### src/rtl/rxt_pkg.sv
package rxt_pkg;
    typedef enum logic {PH_DATA = 1'b0, PH_TRAILER = 1'b1} phase_e;
    localparam int TRL_BYTES = 4;
    localparam int BYTE_W    = 8;
    localparam int WORD_W    = 16;
    localparam int NFLAG     = 4;
endpackage

### src/rtl/rxt_frame_acc.sv
module rxt_frame_acc #(
    parameter int CNT_W = 12,
    parameter int NFLAG = 4
) (
    input  logic             clk,
    input  logic             rst_n,
    input  logic             beat,
    input  logic             sof,
    input  logic [NFLAG-1:0] flags_in,
    output logic [CNT_W-1:0] cnt_nx,
    output logic [NFLAG-1:0] flg_nx,
    output logic [CNT_W-1:0] cnt_cur
);
    localparam logic [CNT_W-1:0] CNT_MAX = {CNT_W{1'b1}};

    typedef struct packed {
        logic [CNT_W-1:0] cnt;
        logic [NFLAG-1:0] flg;
    } acc_t;

    acc_t acc_d, acc_q;

    always_comb begin
        acc_d = acc_q;
        if (beat) begin
            if (sof) begin
                acc_d.cnt = CNT_W'(1);
                acc_d.flg = flags_in;
            end else begin
                acc_d.cnt = (acc_q.cnt == CNT_MAX) ? CNT_MAX : acc_q.cnt + CNT_W'(1);
                acc_d.flg = acc_q.flg | flags_in;
            end
        end
    end

    always_ff @(posedge clk) begin
        if (!rst_n) acc_q <= '0;
        else        acc_q <= acc_d;
    end

    assign cnt_nx  = acc_d.cnt;
    assign flg_nx  = acc_d.flg;
    assign cnt_cur = acc_q.cnt;
endmodule

### src/rtl/rxt_evt_cnt.sv
module rxt_evt_cnt #(
    parameter int W = 8
) (
    input  logic         clk,
    input  logic         rst_n,
    input  logic         inc,
    output logic [W-1:0] value
);
    logic [W-1:0] val_d, val_q;

    always_comb begin
        val_d = val_q;
        if (inc) val_d = val_q + W'(1);
    end

    always_ff @(posedge clk) begin
        if (!rst_n) val_q <= '0;
        else        val_q <= val_d;
    end

    assign value = val_q;
endmodule

### src/rtl/rxt_status_trailer.sv
module rxt_status_trailer #(
    parameter int CNT_W = 12,
    parameter int EVT_W = 8,
    parameter int N_EVT = 2
) (
    input  logic       clk,
    input  logic       rst_n,
    input  logic       in_valid,
    output logic       in_ready,
    input  logic [7:0] in_data,
    input  logic       in_sof,
    input  logic       in_eof,
    input  logic       err_fifo_ovf,
    input  logic       err_late_coll,
    input  logic       err_framing,
    input  logic       err_fcs,
    input  logic       runt_inc,
    input  logic       coll_inc,
    output logic       out_valid,
    input  logic       out_ready,
    output logic [7:0] out_data,
    output logic       out_last
);
    import rxt_pkg::*;

    localparam int IDX_W = $clog2(TRL_BYTES);
    localparam logic [IDX_W-1:0] IDX_LAST = IDX_W'(TRL_BYTES - 1);

    typedef struct packed {
        phase_e                                phase;
        logic [IDX_W-1:0]                      idx;
        logic [TRL_BYTES-1:0][BYTE_W-1:0]      trl;
    } seq_t;

    seq_t seq_d, seq_q;

    logic             beat;
    logic [NFLAG-1:0] flags_in;
    logic [CNT_W-1:0] cnt_nx;
    logic [NFLAG-1:0] flg_nx;
    logic [CNT_W-1:0] cnt_cur;
    logic [N_EVT-1:0] evt_inc;
    logic [N_EVT-1:0][EVT_W-1:0] evt_val;
    logic [WORD_W-1:0] status_word;
    logic             trl_active;
    logic [IDX_W-1:0] trl_idx;

    assign flags_in = {err_fifo_ovf, err_late_coll, err_framing, err_fcs};
    assign evt_inc  = {coll_inc, runt_inc};

    rxt_frame_acc #(.CNT_W(CNT_W), .NFLAG(NFLAG)) acc_i (
        .clk      (clk),
        .rst_n    (rst_n),
        .beat     (beat),
        .sof      (in_sof),
        .flags_in (flags_in),
        .cnt_nx   (cnt_nx),
        .flg_nx   (flg_nx),
        .cnt_cur  (cnt_cur)
    );

    for (genvar g = 0; g < N_EVT; g++) begin : g_evt
        rxt_evt_cnt #(.W(EVT_W)) cnt_i (
            .clk   (clk),
            .rst_n (rst_n),
            .inc   (evt_inc[g]),
            .value (evt_val[g])
        );
    end

    always_comb begin
        status_word = '0;
        status_word[CNT_W-1:0] = cnt_nx;
        status_word[WORD_W-1 -: NFLAG] = flg_nx;
    end

    always_comb begin
        seq_d     = seq_q;
        in_ready  = (seq_q.phase == PH_DATA) && out_ready;
        beat      = in_valid && in_ready;
        out_valid = (seq_q.phase == PH_DATA) ? in_valid : 1'b1;
        out_data  = (seq_q.phase == PH_DATA) ? in_data : seq_q.trl[seq_q.idx];
        out_last  = (seq_q.phase == PH_TRAILER) && (seq_q.idx == IDX_LAST);

        if (seq_q.phase == PH_DATA) begin
            if (beat && in_eof) begin
                seq_d.phase  = PH_TRAILER;
                seq_d.idx    = '0;
                seq_d.trl[0] = status_word[BYTE_W-1:0];
                seq_d.trl[1] = status_word[WORD_W-1:BYTE_W];
                for (int k = 0; k < N_EVT; k++) begin
                    seq_d.trl[2+k] = '0;
                    seq_d.trl[2+k][EVT_W-1:0] = evt_val[k];
                end
            end
        end else if (out_ready) begin
            if (seq_q.idx == IDX_LAST) begin
                seq_d.phase = PH_DATA;
                seq_d.idx   = '0;
            end else begin
                seq_d.idx = seq_q.idx + IDX_W'(1);
            end
        end
    end

    always_ff @(posedge clk) begin
        if (!rst_n) seq_q <= '{phase: PH_DATA, idx: '0, trl: '0};
        else        seq_q <= seq_d;
    end

    assign trl_active = (seq_q.phase == PH_TRAILER);
    assign trl_idx    = seq_q.idx;
endmodule

### config.mk
export PLATFORM = sky130hd
export DESIGN_NAME = rxt_status_trailer
export DESIGN_NICKNAME = d
export VERILOG_FILES = /design/src/rtl/rxt_pkg.sv /design/src/rtl/rxt_frame_acc.sv /design/src/rtl/rxt_evt_cnt.sv /design/src/rtl/rxt_status_trailer.sv
export SDC_FILE = /design/constraint.sdc
export NUM_CORES = 1
export LEC_CHECK = 0
export ABC_AREA = 1
export BUFFER_PORTS_ARGS = -buffer_cell sky130_fd_sc_hd__buf_4
export CORE_MARGIN = 10
export CORE_UTILIZATION = 45
export CTS_CLUSTER_DIAMETER = 80
export CTS_CLUSTER_SIZE = 14
export DETAILED_ROUTE_END_ITERATION = 10
export GPL_ROUTABILITY_DRIVEN = 1
export HOLD_SLACK_MARGIN = 0.02
export PLACE_DENSITY_LB_ADDON = 0.12
export SLEW_MARGIN = 20
export SYNTH_ARGS = -nofsm -noshare
export SYNTH_HDL_FRONTEND = slang
export SYNTH_SLANG_ARGS = --single-unit
### constraint.sdc
create_clock -name clk -period 1.5 [get_ports clk]
set_input_delay 0.075 -clock clk [delete_from_list [all_inputs] [get_ports clk]]
set_output_delay 0.075 -clock clk [all_outputs]
set_load 0.05 [all_outputs]
==> results.cfg <==
[status]
status = finished, violations left
violations = negative setup slack

[logic_synthesis]
synth_flop_cell = dfxtp_1
synth_edf_count = 0
synth_warnings = 0
syn_avg_cell_area_sq_um = 7.166
synth_nets = 457
syn_area_sq_mm = 0.003103
synth-async-reset-ratio_pct = 0
ys_ff_latch = 67
synth_cell_type_count = 30
synth-seq-area-share_pct = 43.23
syn_inst = 433

[worst_setup_path]
crit_required_ns = 1.42
regToRegSetupSlack_ns = 0.08
max_stage_delay_ns = 0.33
path_class = reg -> out
cp-start-kind = flip-flop
critPathArrivalTime_ns = 1.49
worst-path-max-fanout = 12
crit_slowest_cell = dfxtp_2
path_cells = buf_8 > a21oi_2 > o21ai_1 > a31oi_1 > buf_4
crit_path_end_kind = primary output

[power_and_ir_drop]
clock_power_share_pct = 38.8
internal_power_mw = 2.914
ir_drop_mv = 0.4896
power_density_mw_per_mm2 = 982.7
pwr-share-seq_pct = 48.5
p_comb_share_pct = 12.7
p_leak_nw = 1.511
switchingPower_mw = 0.9488
p_sw_share_pct = 24.56
totalPowerFinal_mw = 3.863

[drt]
post_drt_via_cell_ratio = 5.190
drt-initial-drc-count = 142
dr.pass1.iters = 4
ant_nets = 0
avgRoutedWirePerCell_um = 13.38
drc = 0
num_vias = 2917
drt_wl_total_um = 7517

[job]
cap_violations = 0

[sta]
rsz0062_at_grt = true
period_share_pct = 104.3
period_needed_ns = 1.565
slew_headroom_pct = 77.37
fin_worst_skew_ns = 0.01036
finalHoldViolCount = 0
setup_ws_ns = -0.06495
setup_viol = 7
drv_slew = 0
fmax_mhz = 639.0
worstMarginPinSlew_ns = 0.3382
timing.hold.ws_ns = 0.1028

[floorplanning]
core_sq_mm = 0.006756
die_y_um = 103.0
start_util_pct = 45.93
ios = 31
design.die.area_sq_mm = 0.01062
fp.dieW_um = 103.0
rows = 30

[clocking]
cts_buffer_depth = 2
cts.htree.levels = 3
cts_buffers = 9
path_clk_slew_ns = 0.07
clk_latency_ns = 0.33
cts_tree = done
root_buffer = clkbuf_8
cts_sinks = 67

[global_route]
grt_antenna_before_repair = 0
grt_pass1_vias = 2670
grt_pass1_wl_um = 12630
grt_use_total_pct = 14.73
gr-total-overflow = 0
grt_max_degree = 31

[cells_and_area]
syn_to_final_growth_pct = 26.69
fin_cells = 562
drive_above_1_share_pct = 21.37
num_antenna_cells = 0
nNetsFinal = 503

[placement]
place_inst = 537
place.detailed.hpwl_um = 5455
pre_cts_ws_ns = 0.008746
io_buffers = 30
gp_congestion = 0.7923

[worst_hold_path]
hold_path.class = in -> reg
## power groups by stage
stage / sequential (mW) / clock, mW / combinational, mW
floorplan: 1.90 / 0 / 0.298
global placement: 1.91 / 0 / 0.439
detailed placement: 1.91 / 0 / 0.443
CTS: 1.87 / 1.54 / 0.479
global route: 1.88 / 1.63 / 0.536
finish: 1.88 / 1.50 / 0.489
## cell type report
| cell class | instances | area [sq um] |
|---|---|---|
| repair buffers | 55 | 500.5 |
| well taps | 80 | 100.1 |
| inverters | 46 | 176.4 |
| flip-flops and latches | 67 | 1348 |
| clock buffers | 12 | 165.2 |
| multi-input cells | 300 | 1607 |
| clock inverters | 2 | 35.03 |
| fillers | 661 | 2825 |
## Yosys cell counts (all sizes together) (9+ instances only)
cell	instances	area share [%]
nor3	10	1.8
o21ai	51	8.2
nand3	20	3.8
nor2	43	5.7
a31oi	9	1.8
inv	45	5.5
a21oi	69	11
buf	11	2.5
clkbuf	10	1.2
dfxtp	67	43
nand2	80	10
## flip-flops by register name (all words and copies together) (netlist names)
| name | count |
|---|---|
| trl_idx | 2 |
| acc_i.acc_q | 4 |
| g_evt.cnt_i.value | 16 |
| seq_q | 32 |
| trl_active | 1 |
| acc_i.cnt_cur | 12 |
## layout by cell type, fill, tap and decap left out, drive strengths merged
cell,synthesis,layout
buf,11,49
nand3,20,21
nor2,43,43
nand4,1,1
inv,45,45
ha,4,4
bufinv,0,1
dlygate4sd3,0,6
nor3b,1,1
a21oi,69,69
nand2,80,80
nand3b,4,4
o21ai,51,51
or2,1,1
clkbuf,10,12
o211ai,4,4
nor3,10,10
a31oi,9,9
xnor2,2,2
dfxtp,67,67
clkinv,1,2
## cell families after synthesis
group | count (synthesis) | share of synthesized area [%]
buffers and inverters | 67 | 9.355
XOR/XNOR | 2 | 0.5646
flip-flops | 67 | 43.23
AO/OA/AOI/OAI | 133 | 22.14
AND/OR/NAND/NOR | 160 | 23.11
adder cells (fa/ha/maj) | 4 | 1.613
## worst max-delay path, delay by kind of cell, from the launching register on
| family | cells | cell delay (ns) |
|---|---|---|
| DFF | 1 | 0.33 |
| buffers and inverters | 2 | 0.39 |
| AOI/OAI and AO/OA | 3 | 0.44 |
## final timing paths
path,startpoint,to,cells past startpoint
max reg2reg,acc_i.cnt_cur[0]$_SDFF_PN0_,seq_q[8]$_SDFFE_PN0P_,8
max,trl_idx[0]$_SDFFE_PN0P_,out_data[4],5
min,out_ready,trl_idx[1]$_SDFFE_PN0P_,4
min reg2reg,seq_q[22]$_SDFFE_PN0P_,seq_q[22]$_SDFFE_PN0P_,2
## layer usage
layer	track usage, %	up-vias	part of all wire (%)
met3	4.357	4	5.6
li1	-	1529	-
met1	19.67	1329	48
met5	0	-	0
met4	3.529	0	0.43
met2	22.72	55	46
## through the flow
stage	utilization (%)	area, sq um	setup TNS [ns]
floorplan	-	3141	-0.4266
global placement	51.46	3477	0
detailed placement	51.46	3477	0
CTS	56.43	3812	-0.4619
global route	58.19	3931	-0.8601
finish	58.19	3931	-0.2564
## repair_timing
action / in CTS / in global routing
endpoints found under the hold margin: 9 / 0
buffers inserted: 3 / 1
gates cloned: 0 / 1
gates resized for setup: 30 / 26
pin swaps: 8 / 9
hold buffers: 6 / 0
setup endpoints to repair: 10 / 33
Note: power is estimated with default switching activity, not from simulation.
